$ cat src/rtl/xcvr_pkg.sv
package xcvr_pkg;

  typedef enum logic [1:0] {
    MODE_PASS = 2'd0,
    MODE_HOLD = 2'd1,
    MODE_LOAD = 2'd2
  } store_mode_t;

  function automatic store_mode_t pick_mode(input logic le, input logic rise);
    if (le)        return MODE_PASS;
    else if (rise) return MODE_LOAD;
    else           return MODE_HOLD;
  endfunction

endpackage

$ cat src/rtl/xcvr_strobe.sv
module xcvr_strobe #(
  parameter int MIN_LE_HIGH    = 2,
  parameter int MIN_STROBE_LVL = 2
) (
  input  logic clk,
  input  logic rst,
  input  logic le,
  input  logic stb,
  output logic rise
);
  localparam int LE_CW  = $clog2(MIN_LE_HIGH + 1) + 1;
  localparam int STB_CW = $clog2(MIN_STROBE_LVL + 1) + 1;
  localparam logic [LE_CW-1:0]  LE_SAT  = LE_CW'(MIN_LE_HIGH);
  localparam logic [STB_CW-1:0] STB_SAT = STB_CW'(MIN_STROBE_LVL);

  logic              stb_q;
  logic              le_q;
  logic [LE_CW-1:0]  le_run;
  logic [STB_CW-1:0] stb_run;

  always_ff @(posedge clk) begin
    if (rst) begin
      stb_q   <= stb;
      le_q    <= le;
      le_run  <= LE_SAT;
      stb_run <= STB_SAT;
    end else begin
      stb_q <= stb;
      le_q  <= le;
      if (le && !le_q)          le_run <= LE_CW'(1);
      else if (le_run < LE_SAT) le_run <= le_run + LE_CW'(1);
      if (stb != stb_q)           stb_run <= STB_CW'(1);
      else if (stb_run < STB_SAT) stb_run <= stb_run + STB_CW'(1);
    end
  end

  assign rise = stb && !stb_q;


  le_pulse_width_chk: assert property (@(posedge clk) disable iff (rst)
    (le_q && !le) |-> (le_run >= LE_SAT));


  stb_level_width_chk: assert property (@(posedge clk) disable iff (rst)
    (stb != stb_q) |-> (stb_run >= STB_SAT));

endmodule

$ cat src/rtl/xcvr_lane.sv
module xcvr_lane
  import xcvr_pkg::*;
#(
  parameter int   WIDTH          = 18,
  parameter bit   OE_ACTIVE_LOW  = 1'b0,
  parameter int   MIN_LE_HIGH    = 2,
  parameter int   MIN_STROBE_LVL = 2
) (
  input  logic             clk,
  input  logic             rst,
  input  logic [WIDTH-1:0] din,
  input  logic             le,
  input  logic             stb,
  input  logic             oe_in,
  output logic [WIDTH-1:0] dout,
  output logic             oe_out
);
  logic        rise;
  store_mode_t mode;
  logic [WIDTH-1:0] held;
  logic             drive_q;

  xcvr_strobe #(
    .MIN_LE_HIGH   (MIN_LE_HIGH),
    .MIN_STROBE_LVL(MIN_STROBE_LVL)
  ) u_strobe (
    .clk (clk),
    .rst (rst),
    .le  (le),
    .stb (stb),
    .rise(rise)
  );

  assign mode = pick_mode(le, rise);

  always_ff @(posedge clk) begin
    if (rst) begin
      held    <= '0;
      drive_q <= 1'b0;
    end else begin
      drive_q <= oe_in ^ OE_ACTIVE_LOW;
      unique case (mode)
        MODE_PASS, MODE_LOAD: held <= din;
        default:              held <= held;
      endcase
    end
  end

  assign dout   = held;
  assign oe_out = drive_q;


  pass_follows_chk: assert property (@(posedge clk) disable iff (rst)
    le |=> (dout == $past(din)));


  hold_steady_chk: assert property (@(posedge clk) disable iff (rst)
    (!le && !rise) |=> $stable(dout));


  edge_load_chk: assert property (@(posedge clk) disable iff (rst)
    (!le && rise) |=> (dout == $past(din)));


  enable_track_chk: assert property (@(posedge clk) disable iff (rst)
    (oe_in ^ OE_ACTIVE_LOW) |=> oe_out);

endmodule

$ cat src/rtl/dual_path_xcvr.sv
module dual_path_xcvr #(
  parameter int WIDTH          = 18,
  parameter int MIN_LE_HIGH    = 2,
  parameter int MIN_STROBE_LVL = 2
) (
  input  logic             clk,
  input  logic             rst,
  input  logic [WIDTH-1:0] a_in,
  input  logic [WIDTH-1:0] b_in,
  input  logic             ab_oe,
  input  logic             ab_le,
  input  logic             ab_stb,
  input  logic             ba_oe_n,
  input  logic             ba_le,
  input  logic             ba_stb,
  output logic [WIDTH-1:0] b_out,
  output logic             b_oe,
  output logic [WIDTH-1:0] a_out,
  output logic             a_oe
);
  localparam int NDIR = 2;

  logic [NDIR-1:0][WIDTH-1:0] src;
  logic [NDIR-1:0][WIDTH-1:0] dst;
  logic [NDIR-1:0]            le_v, stb_v, oe_v, drv_v;

  // index 0: A toward B, index 1: B toward A
  assign src   = {b_in, a_in};
  assign le_v  = {ba_le, ab_le};
  assign stb_v = {ba_stb, ab_stb};
  assign oe_v  = {ba_oe_n, ab_oe};

  for (genvar d = 0; d < NDIR; d++) begin : g_dir
    xcvr_lane #(
      .WIDTH         (WIDTH),
      .OE_ACTIVE_LOW (d == 1),
      .MIN_LE_HIGH   (MIN_LE_HIGH),
      .MIN_STROBE_LVL(MIN_STROBE_LVL)
    ) u_lane (
      .clk   (clk),
      .rst   (rst),
      .din   (src[d]),
      .le    (le_v[d]),
      .stb   (stb_v[d]),
      .oe_in (oe_v[d]),
      .dout  (dst[d]),
      .oe_out(drv_v[d])
    );
  end

  assign b_out = dst[0];
  assign b_oe  = drv_v[0];
  assign a_out = dst[1];
  assign a_oe  = drv_v[1];


  reset_clear_chk: assert property (@(posedge clk)
    rst |=> (a_out == '0 && b_out == '0 && !a_oe && !b_oe));


  low_enable_chk: assert property (@(posedge clk) disable iff (rst)
    ba_oe_n |=> !a_oe);


  a_side_isolated_chk: assert property (@(posedge clk) disable iff (rst)
    (!ba_le && !(ba_stb && !$past(ba_stb))) |=> $stable(a_out));

endmodule

$ cat config.mk
export PLATFORM = sky130hd
export DESIGN_NAME = dual_path_xcvr
export DESIGN_NICKNAME = d
export VERILOG_FILES = /design/src/rtl/xcvr_pkg.sv /design/src/rtl/xcvr_strobe.sv /design/src/rtl/xcvr_lane.sv /design/src/rtl/dual_path_xcvr.sv
export SDC_FILE = /design/constraint.sdc
export NUM_CORES = 1
export LEC_CHECK = 0
export ABC_AREA = 1
export CAP_MARGIN = 20
export CORE_MARGIN = 3
export CORE_UTILIZATION = 42
export DETAILED_ROUTE_END_ITERATION = 8
export GPL_TIMING_DRIVEN = 0
export PLACE_DENSITY = 0.88
export SLEW_MARGIN = 20
export SYNTH_ARGS = -nofsm -noshare
export SYNTH_HDL_FRONTEND = slang
export SYNTH_SLANG_ARGS = --single-unit
$ cat constraint.sdc
create_clock -name clk -period 1.4 [get_ports clk]
set_clock_uncertainty 0.1 [all_clocks]
set_input_delay 0.28 -clock clk [delete_from_list [all_inputs] [get_ports clk]]
set_output_delay 0.28 -clock clk [all_outputs]
set_load 0.02 [all_outputs]
After elaboration in Yosys (flattened, before gate mapping)
Index checks and enable logic that the tools add are counted.

Register bits after elaboration: 40. Bits in latches: 0. Bits in writable memories: 0. ROM bits: 0. Input bits: 44. Output and inout bits: 38. Logic and storage cells: 21. Memories: 0.

$add $sub $neg: 0. $mul: 0. Div/mod/pow operators: 0. $lt $le $gt $ge: 0. Equal/unequal tests: 2. Shifts and indexed selects: 0. Muxes and demuxes: 4. Bitwise gates (word level): 1. Reductions and logical operators: 8.

Operators with widths (count): $mux W2 (4); $eq A2 B2 Y1 const B (2); $logic_not A2 Y1 (2); $reduce_or A2 Y1 (2); $logic_and A1 B1 Y1 (2); $logic_not A1 Y1 (2); $not A1 Y1 (1).

Logic depth before layout (Yosys ltp)
Gate-level depths: netlist of run 1.

Word-level depth: 6. Mapped depth: 6.

Hierarchy
From an unflattened synthesis of run 1, not the netlist that was laid out.

Cells, all modules: 239. Area total of the unflattened synthesis: 1625.3 µm².

By module, submodules not included: xcvr_lane (g_dir[0].u_lane) (instances 1, cells an instance 117, area each 784.5 µm², seq. area each 380.4 µm²); xcvr_lane (g_dir[1].u_lane) (instances 1, cells an instance 116, area each 780.7 µm², seq. area each 380.4 µm²); xcvr_strobe (instances 2, cells an instance 3, area each 30.0 µm², seq. area each 20.0 µm²).

Worst setup path after synthesis of run 1
Ideal clock, no wire load.

Kind: register to register. Start: reg g_dir[0].u_lane.u_strobe.stb_q. End: reg g_dir[0].u_lane.held[11]. Arrival time: 735 ps. Required time: 1184 ps. Slack: 449 ps. Stages on the path, launching flop included: 6. Buffers on the path: 1. Cells stage by stage: dfxtp_1 -> inv_2 -> nand2_4 -> buf_6 -> a21oi_1 -> nor2_2.

Cells in the longest elaborated chain, start to end: 6. Elaborated cells on any way between the ends: 7. Classes of those cells: 1 x eq/ne; 2 x mux; 4 x reduce/logical.

Ends and longest elaborated chain: start: declaration (RTL line xcvr_strobe.sv:16) `logic stb_q;`; start signal: assignment (RTL line xcvr_strobe.sv:23) `stb_q <= stb;`; start signal: assignment (RTL line xcvr_strobe.sv:28) `stb_q <= stb;`; $logic_not A1 Y1 (*) (RTL line xcvr_strobe.sv:37) `assign rise = stb && !stb_q;`; $logic_and A1 B1 Y1 (*) (RTL line xcvr_strobe.sv:37); $mux W2 (*) (RTL line xcvr_pkg.sv:11) `else if (rise) return MODE_LOAD;`; $mux W2 (*) (RTL line xcvr_pkg.sv:10) `if (le) return MODE_PASS;`; $eq A2 B2 Y1 or $logic_not A2 Y1 (tied branches) (RTL line xcvr_lane.sv:42) `unique case (mode)`; $reduce_or A2 Y1 (*) (RTL line xcvr_lane.sv:42); end signal: assignment (RTL line xcvr_lane.sv:43) `MODE_PASS, MODE_LOAD: held <= din;`; end signal: assignment (RTL line xcvr_lane.sv:44) `default: held <= held;`; end: declaration (RTL line xcvr_lane.sv:20) `logic [WIDTH-1:0] held;`.

Every way passes the cells marked *; elsewhere a longest branch is shown, timed or not. A chain may end at the register's enable or synchronous reset.

Final worst setup path of run 1
Start: reg g_dir[1].u_lane.held[12]. End: out a_out[12].

RTL lines: start: declaration (RTL line xcvr_lane.sv:20); start signal: assignment (RTL line xcvr_lane.sv:43); start signal: assignment (RTL line xcvr_lane.sv:44); end: declaration (RTL line dual_path_xcvr.sv:18) `output logic [WIDTH-1:0] a_out,`.

No word-level cell between the ends.

==> qor.txt, run 1 <==
# nets final = 377
Final Power = 2.73 mW
Fin Setup TNS = 0 ps
Leakage = 1.40 nW
Clock Sinks = 40
CTS tree = built
Dpl ws = -130 ps
Hold path start = ba_stb
Count of buffers from port buffering = 81
CTS Root Cell = clkbuf_8
Initial detailed-routing violation count = 102
Synth Area in Compound Gates = 9.65%
Switching share of total power = 27.4%
1st-pass router iterations = 4
CP Cell Sequence = dlygate4sd2_1
Switch Pwr = 0.749 mW
Clk network pwr share = 29.1%
DR vias = 1,786
Footprint of the multi-input gates = 758 um2
P per Cell Area = 978 nW/um2
FF-to-FF Start = g_dir[1].u_lane.u_strobe.stb_q
First-pass GRT wire length = 7.81 mm
Startpoint types = flop
Buf+Inv Stages, Crit Path = 1
Placed Area = 2740 um2
Layout fillers = 378
Worst VDD drop = 0.583 mV
Period utilisation layout = 96.5%
Comb pwr share = 24.6%
DR WL/cell = 12.3 um
Clock-pin slew on the worst setup and hold paths = 70 ps
Critical path type = reg2out
Vias/cell = 4.66
Crit path DAT = 970 ps
XOR/XNOR share of the synthesized area = 0%
Hold slack final = 436 ps
H-tree Lvls = 2
Final Max Tran Viols = 0
HPWL after detailed placement = 3.52 mm
Initial antenna violation count = 0
Num ports = 82
Post-CTS Setup Bufs = 0
Final Hold Viols = 0
Unrepaired setup endpoints after global routing = no
Layout cells sized above 1 = 15.3%
Number of synthesized register bits = 40
Slowest Stage Delay on Critical Path = 350 ps
Main combinational cell family by area after synthesis = simple AND/OR/NAND/NOR gates
Total of max-cap violations = 0
Mux share of post-synthesis cell area = 0%
Final setup viols = 0
Pin count of the biggest net entering global routing = 12
Top-area cell type share of the netlist area = 42.9%
Post-route worst setup slack = 48.5 ps
Post-route ant nets = 0
Clock latency on the worst-skew pair = 280 ps
FMAX = 740 MHz
Mapped Cells = 245
Internal power = 1.98 mW
Dominant cells by area after synthesis = dfxtp_1 (43%), a21oi_1 (9.7%), nand3_2 (9.1%)
Critical Path Sink Type = primary output
Crit path from = g_dir[1].u_lane.dout[12]
Headroom to the max-slew limit = 84.7%
Core Region = 4140 um2
Final instance area = 2790 um2
Die ar. = 5280 um2
Syn nets = 289
Sequential area share after synthesis = 42.9%
Final core utilization = 67.3%
Simple-gate share of the synthesized area = 31.0%
Initial Util = 45.0%
Least-Margin Pin Slew = 230 ps
Netlist cell types = 13
Placed Instances = 376
CP max FO = 2
Row cnt = 23
Run status = finished clean
Post-synthesis adder-cell area fraction = 0%
Grt ovf = 0
Vias in the first global route = 1,772
GR Util All Layers = 18.5%
Routability cong. = 0.771
Hold WC Path Type = in2reg
Yosys top cell by area = dfxtp_1
Total wire length = 4.69 mm
CTS Buf Count = 5
Final min period = 1350 ps
Residual DRC = 0
Worst path slowest cell = dfxtp_1
Required time worst endpoint = 1020 ps
Area Overhead vs Synth = 49.4%
N_diodes = 0
Die Span Y = 72.7 um
Longest Clk Path Bufs = 2
Ys Warns = 0
CP delay by family, top = flip-flops
Mapped Area = 1870 um2
Synth Area per Inst = 7.62 um2
Seq pwr share = 46.4%
Flip-flop and latch area = 801 um2
Cell Count, Final, Fillers Out = 383
Chip width = 72.7 um
[path summary, 6_finish.rpt]
check	end	slack, ps	cells after the start
max	a_out[12]	50	1
min	g_dir[1].u_lane.u_strobe.stb_q	440	1
max reg2reg	g_dir[1].u_lane.dout[0]	350	5
min reg2reg	g_dir[0].u_lane.dout[1]	440	4
[power by group through the flow]
stage	registers (mW)	clock network, mW	logic [mW]
final	1.27	0.794	0.670
after global routing	1.27	0.877	0.734
after CTS	1.27	0.832	0.678
after detailed placement	1.30	0	0.733
after global placement	1.29	0	0.720
after floorplan	1.39	0	0.284
[Yosys cell counts]
master,number
a21oi_1,36
buf_4,6
buf_6,8
buf_8,1
dfxtp_1,40
inv_1,37
inv_2,5
nand2_1,36
nand2_4,2
nand3_1,19
nand3_2,17
nor2_1,33
nor2_2,5
[metal layers]
layer,vias up,routed length (um),global-route usage [%]
met1,797,1930,22.2
met4,0,42,6.15
met3,4,355,5.92
met2,51,2360,31.2
li1,934,-,-
met5,-,0,0
[logic make-up after synthesis]
group	Yosys count
AND/OR/NAND/NOR	112
flip-flops	40
buffers and inverters	57
AO/OA/AOI/OAI	36
[cells in the final DEF, fill, tap and decap left out, drive strengths merged]
cell type,n
a21oi,36
buf,15
clkbuf,7
clkdlybuf4s50,43
dfxtp,40
dlygate4sd2,38
inv,42
nand2,38
nand3,36
nor2,38
[state kept, by name, summed over array words and instances, names as in the netlist]
register,count
g_dir.u_lane.u_strobe.stb_q,2
g_dir.u_lane.oe_out,2
g_dir.u_lane.dout,36
[timing repair]
item	CTS	global route
endpoints found under the setup margin	38	0
hold buffers	0	0
gates resized for setup	38	0
[final cells by class]
type                    instances  area share (%)
flip-flops and latches         40            28.7
repair buffers                 81            27.4
multi-input cells             148            27.2
inverters                      42            5.65
plain buffers                  15            5.38
clock buffers                   7            3.45
well taps                      50            2.24
[worst reg2reg max path: stages (launching register included)]
cell and delay (ps):
dfxtp_1 310, inv_2 60, nand2_4 90, buf_6 160, a21oi_1 160, nor2_1 70
Power figures use the tool's default switching activity.
==> inputs of run 2 (changes only) <==
- GPL_TIMING_DRIVEN: 0 -> default
==> qor.txt, run 2 (synthesis gave the netlist of run 1 again) <==
# nets final = 367 (-2.7%)
Startpoint types = flop
Post-CTS Setup Bufs = 0 (unchanged)
Clock Sinks = 40 (unchanged)
Critical Path Sink Type = primary output
FF-to-FF path depth = 5 (unchanged)
Comb pwr share = 24.3% (-0.3 points)
GR Util All Layers = 16.4% (-2.1 points)
Headroom to the max-slew limit = 71.7% (-13 points)
Leakage = 1.34 nW (-4.3%)
Area Overhead vs Synth = 45.4%
DR vias = 1,710 (-4.3%)
Period utilisation layout = 96.4% (-0.11 points)
CTS Root Cell = clkbuf_8
Worst VDD drop = 0.587 mV (+0.68%)
Crit path from = g_dir[0].u_lane.dout[15]
Hold buffers post-CTS = 0 (unchanged)
Final core utilization = 65.5% (-1.8 points)
FF-to-FF Start = g_dir[1].u_lane.u_strobe.stb_q
CTS Buf Count = 5 (unchanged)
Buf+Inv Stages, Crit Path = 1 (unchanged)
CP max FO = 2 (unchanged)
Longest Clk Path Bufs = 2 (unchanged)
Unrepaired setup endpoints after global routing = no
Crit path DAT = 970 ps (about the same)
H-tree Lvls = 2 (unchanged)
P per Cell Area = 977 nW/um2 (-0.14%)
Total of max-cap violations = 0 (unchanged)
Routability cong. = 0.720 (-6.6%)
First-pass GRT wire length = 6.88 mm (-12%)
DR WL/cell = 11.4 um (-6.7%)
Residual DRC = 0 (unchanged)
Initial Util = 45.0% (unchanged)
R2r endpoint = g_dir[1].u_lane.dout[3]
CP delay by family, top = buffers and inverters
Die ar. = 5280 um2 (unchanged)
Count of buffers from port buffering = 81 (unchanged)
Post-route worst setup slack = 50.0 ps (+1.56 ps)
Hold WC Path Type = in2reg
Final Hold Viols = 0 (unchanged)
Critical path type = reg2out
Final instance area = 2710 um2 (-2.7%)
Pin count of the biggest net entering global routing = 37 (+25)
Commonest non-fill, non-tap cell in the layout = clkdlybuf4s50_1
Clk network pwr share = 28.0% (-1.1 points)
Slowest Stage Delay on Critical Path = 360 ps (about the same)
Placed Area = 2670 um2 (-2.7%)
Final Max Tran Viols = 0 (unchanged)
Clock latency on the worst-skew pair = 280 ps (about the same)
Die Span Y = 72.7 um (unchanged)
Cell Count, Final, Fillers Out = 374 (-2.3%)
CTS tree = built
Run status = finished clean
Grt ovf = 0 (unchanged)
CP endpoint = b_out[15]
Internal power = 1.87 mW (-5.4%)
Clock-pin slew on the worst setup and hold paths = 80 ps (about the same)
Placed Instances = 366 (-2.7%)
Most frequent cells in the layout = clkdlybuf4s50_1 (43), dfxtp_1 (40), inv_1 (37), a21oi_1 (36), nand2_1 (36)
Critical path depth = 1 (unchanged)
Row cnt = 23 (unchanged)
Max reg flops = 36 (unchanged)
Switching share of total power = 29.4% (+1.9 points)
Required time worst endpoint = 1020 ps (about the same)
Least-Margin Pin Slew = 424 ps (+194 ps)
Total wire length = 4.28 mm (-8.8%)
Chip width = 72.7 um (unchanged)
Fin Setup TNS = 0 ps (unchanged)
Post-route ant nets = 0 (unchanged)
Layout cells sized above 1 = 13.0% (-2.4 points)
Num ports = 82 (unchanged)
Dpl ws = -210 ps (-79.9 ps)
Layout fillers = 364 (-3.7%)
Vias/cell = 4.57 (-2.0%)
Final min period = 1350 ps (-1.56 ps)
Seq pwr share = 47.6% (+1.2 points)
FMAX = 741 MHz (+0.12%)
Hold path depth = 2 (+1)
R2R setup slack = 240 ps (-110 ps)
Vias in the first global route = 1,622 (-8.5%)
Switch Pwr = 0.778 mW (+3.9%)
Core Region = 4140 um2 (unchanged)
Worst path slowest cell = dlygate4sd2_1
Final setup viols = 0 (unchanged)
N_diodes = 0 (unchanged)
Initial detailed-routing violation count = 70 (-31%)
1st-pass router iterations = 4 (unchanged)
CP Cell Sequence = dlygate4sd2_1
HPWL after detailed placement = 3.10 mm (-12%)
Initial antenna violation count = 0 (unchanged)
run 2: changes by cell type in the layout (fill, tap and decap cells not counted), moves of 2 or more:
cell,change
buf_6,-8
clkdlybuf4s15_1,+5
dlygate4sd2_1,-5
buf_4,-4
buf_12,+3
clkbuf_8,-2
clkinv_2,+2
run 2: what timing repair did:
item	4_1_cts	5_1_grt
hold endpoints to repair	0	0
cloned	0	0
endpoints found under the setup margin	38	6
pin swaps	0	0
gates resized for setup	38	7
run 2: routing by layer:
layer	vias to the layer above	global-route usage, %	share of wire [%]
li1	910	-	-
met1	748	17.8	42
met2	50	29.6	50
met3	2	6.61	7.9
met4	0	4.10	0.42
met5	-	0	0
run 2: worst min path at each step:
stage	from	to	slack [ps]
6_report	ba_oe_n	g_dir[1].u_lane.oe_out	410
5_1_grt	ba_oe_n	g_dir[1].u_lane.oe_out	410
4_1_cts	ba_oe_n	g_dir[1].u_lane.oe_out	400
3_5_place_dp	g_dir[0].u_lane.dout[3]	g_dir[0].u_lane.dout[3]	430
3_3_place_gp	g_dir[1].u_lane.dout[6]	g_dir[1].u_lane.dout[6]	420
2_1_floorplan	ab_stb	g_dir[0].u_lane.u_strobe.stb_q	210
run 2: through the flow:
step	power, mW	hold WS, ps
after global placement	1.98	424
final	2.65	409
after global routing	2.80	407
after detailed placement	2.00	433
after CTS	2.69	397
after floorplan	1.68	208
run 2: final cells by class:
cell class	count	area (um2)	area share, %
Clock inverter	3	18.8	0.692
Multi-Input combinational cell	148	758	27.9
Tap cell	50	62.6	2.31
Clock buffer	5	68.8	2.54
Inverter	42	160	5.90
Timing Repair Buffer	86	845	31.1
Sequential cell	40	801	29.5
run 2: power by group through the flow:
stage | Combinational (mW) | Clock, mW | Sequential, mW
after CTS | 0.650 | 0.774 | 1.26
after global placement | 0.689 | 0 | 1.29
final | 0.646 | 0.744 | 1.26
after detailed placement | 0.705 | 0 | 1.29
after global routing | 0.707 | 0.823 | 1.27
after floorplan | 0.284 | 0 | 1.39
==> inputs of run 3 (changes only) <==
- CORE_MARGIN: 3 -> 4
- CORE_UTILIZATION: 42 -> 39
- PLACE_DENSITY: 0.88 -> 0.86
- SYNTH_HIERARCHICAL: default -> 1
==> qor.txt, run 3 <==
Seq pwr share = 48.1% (+0.5 points)
Final instance area = 2580 um2 (-4.9%)
Clk network pwr share = 29.1% (+1.1 points)
Final Hold Viols = 0 (unchanged)
P per Cell Area = 1020 nW/um2 (+4.1%)
Critical path type = reg2out
GR Util All Layers = 14.6% (-1.8 points)
Dominant cells by area after synthesis = dfxtp_1 (49%), nand2_1 (17%), nor2_1 (16%)
Final Max Tran Viols = 0 (unchanged)
Post-CTS Setup Bufs = 0 (unchanged)
Yosys top cell by area = dfxtp_1
H-tree Lvls = 2 (unchanged)
Routability cong. = 0.697 (-3.1%)
# nets final = 370 (+0.82%)
1st-pass router iterations = 4 (unchanged)
N_diodes = 0 (unchanged)
Hold WC Path Type = in2reg
Leakage = 1.33 nW (-0.60%)
Netlist cell types = 9 (-4)
Count of buffers from port buffering = 81 (unchanged)
Run status = finished clean
Met2 Use GR = 26.4% (-3.2 points)
Longest Clk Path Bufs = 2 (unchanged)
Row cnt = 23 (unchanged)
Crit path DAT = 980 ps (about the same)
M3 GR Usage = 5.96% (-0.66 points)
Synth Area per Inst = 6.80 um2 (-11%)
Simple-gate share of the synthesized area = 36.5% (+5.5 points)
Area Overhead vs Synth = 58.8%
Die Span Y = 72.6 um (-0.16%)
Hold buffers post-CTS = 0 (unchanged)
FMAX = 738 MHz (-0.42%)
Period utilisation layout = 96.8% (+0.40 points)
CTS tree = built
Max reg flops = 36 (unchanged)
Most frequent cells in the layout = nand2_1 (72), nor2_1 (70), clkdlybuf4s50_1 (43), dfxtp_1 (40), inv_1 (39)
Num ports = 82 (unchanged)
Headroom to the max-slew limit = 84.2% (+12 points)
Layout cells sized above 1 = 6.42% (-6.5 points)
CP max FO = 2 (unchanged)
Vias in the first global route = 1,503 (-7.3%)
Main combinational cell family by area after synthesis = simple AND/OR/NAND/NOR gates
Post-route ant nets = 0 (unchanged)
Number of synthesized register bits = 40 (unchanged)
Die ar. = 5260 um2 (-0.32%)
Ys Warns = 6 (+6)
Least-Margin Pin Slew = 238 ps (-186 ps)
Sequential area share after synthesis = 49.3% (+6.4 points)
Grt ovf = 0 (unchanged)
Switch Pwr = 0.707 mW (-9.1%)
Layout fillers = 363 (-0.27%)
Worst VDD drop = 0.736 mV (+25%)
Ys async rst share = 0% (unchanged)
Buf+Inv Stages, Crit Path = 1 (unchanged)
Pin count of the biggest net entering global routing = 33 (-11%)
DR WL/cell = 9.86 um (-14%)
Worst path slowest cell = dfxtp_1
Residual DRC = 0 (unchanged)
Placed Area = 2540 um2 (-4.8%)
Mux share of post-synthesis cell area = 0% (unchanged)
Syn nets = 283 (-2.1%)
Clock-pin slew on the worst setup and hold paths = 70 ps (about the same)
Final setup viols = 0 (unchanged)
Top-area cell type share of the netlist area = 49.3% (+6.4 points)
Initial antenna violation count = 0 (unchanged)
Initial Util = 40.3% (-4.7 points)
Total wire length = 3.72 mm (-13%)
Gr busiest metal = met2
Synth top cells by count = nand2_1 (72), nor2_1 (70), dfxtp_1 (40), inv_1 (39)
Commonest non-fill, non-tap cell in the layout = nand2_1
CTS Root Cell = clkbuf_8
CP Cell Sequence = dlygate4sd2_1
Mapped Cells = 239 (-2.4%)
Core Region = 4030 um2 (-2.8%)
Initial detailed-routing violation count = 93 (+33%)
Switching share of total power = 26.9% (-2.4 points)
CP delay by family, top = flip-flops
Clock latency on the worst-skew pair = 280 ps (about the same)
Total of max-cap violations = 0 (unchanged)
Slowest Stage Delay on Critical Path = 350 ps (about the same)
Final min period = 1360 ps (+5.64 ps)
Mapped Area = 1630 um2 (-13%)
Met1 track demand over resource = 14.9% (-3.0 points)
Post-synthesis adder-cell area fraction = 0% (unchanged)
Dominant synthesized flop cell = dfxtp_1
Vias/cell = 4.10 (-10%)
CTS resizes = 38 (unchanged)
Comb pwr share = 22.9% (-1.4 points)
Clock Sinks = 40 (unchanged)
Final core utilization = 64.1% (-1.4 points)
HPWL after detailed placement = 2.89 mm (-6.8%)
Chip width = 72.6 um (-0.16%)
Synth Area in Compound Gates = 0% (-9.7 points)
Most common cell in the netlist = nand2_1
Unrepaired setup endpoints after global routing = no
Required time worst endpoint = 1020 ps (about the same)
Internal power = 1.92 mW (+2.5%)
EDFF count, synth = 0 (unchanged)
XOR/XNOR share of the synthesized area = 0% (unchanged)
Critical Path Sink Type = primary output
DR vias = 1,547 (-9.5%)
First-pass GRT wire length = 6.07 mm (-12%)
Startpoint types = flop
CTS Buf Count = 5 (unchanged)
run 3: changes by cell type in the layout (fill, tap and decap cells not counted), moves of 3 or more:
cell,before,now
nand2_1,36,72
a21oi_1,36,0
inv_2,4,0
clkdlybuf4s15_1,5,2
dlygate4sd2_1,33,36
nand3_1,19,0
nor2_1,33,70
nand3_2,17,0
run 3: power by group through the flow:
stage	clock network [mW]	logic (mW)	registers, mW
floorplan	0	0.214	1.39
global placement	0	0.649	1.29
detailed placement	0	0.663	1.29
CTS	0.787	0.608	1.26
global route	0.840	0.664	1.27
finish	0.763	0.600	1.26
run 3: path summary, 6_finish.rpt:
check                                   endpoint  cells after the start                           start  slack [ps]
hold / removal    g_dir[0].u_lane/u_strobe/stb_q                      1                          ab_stb         370
setup / recovery                       a_out[15]                      1        g_dir[1].u_lane/dout[15]          40
hold reg to reg         g_dir[1].u_lane/dout[14]                      4        g_dir[1].u_lane/dout[14]         410
setup reg to reg         g_dir[0].u_lane/dout[5]                      6  g_dir[0].u_lane/u_strobe/stb_q         330
run 3: metrics by stage:
stage	setup slack (ps)	hold WS [ps]	instances	setup TNS (ps)	power [mW]
floorplan	340	208	239	0	1.61
global placement	-97.1	396	369	-2690	1.94
detailed placement	-131	403	369	-3560	1.96
CTS	36.8	365	377	0	2.66
global route	4.66	365	377	0	2.78
finish	44.4	369	377	0	2.63
run 3: cell type report:
| cell class | instances | area (um2) | area share [%] |
|---|---|---|---|
| timing repair buffer | 88 | 881 | 34.1 |
| sequential | 40 | 801 | 31.0 |
| multi-input combinational | 150 | 593 | 23.0 |
| inverter | 41 | 154 | 5.96 |
| clock buffer | 8 | 90.1 | 3.49 |
| tap | 50 | 62.6 | 2.42 |
run 3: metal layers:
metal | vias up | share of wire [%]
met5 | - | 0
met2 | 51 | 47
li1 | 848 | -
met3 | 10 | 9.8
met4 | 0 | 2.2
met1 | 638 | 41
run 3: cell families after synthesis:
logic type | after synthesis
DFF | 40
and+or+nand+nor | 150
buffers and inverters | 49
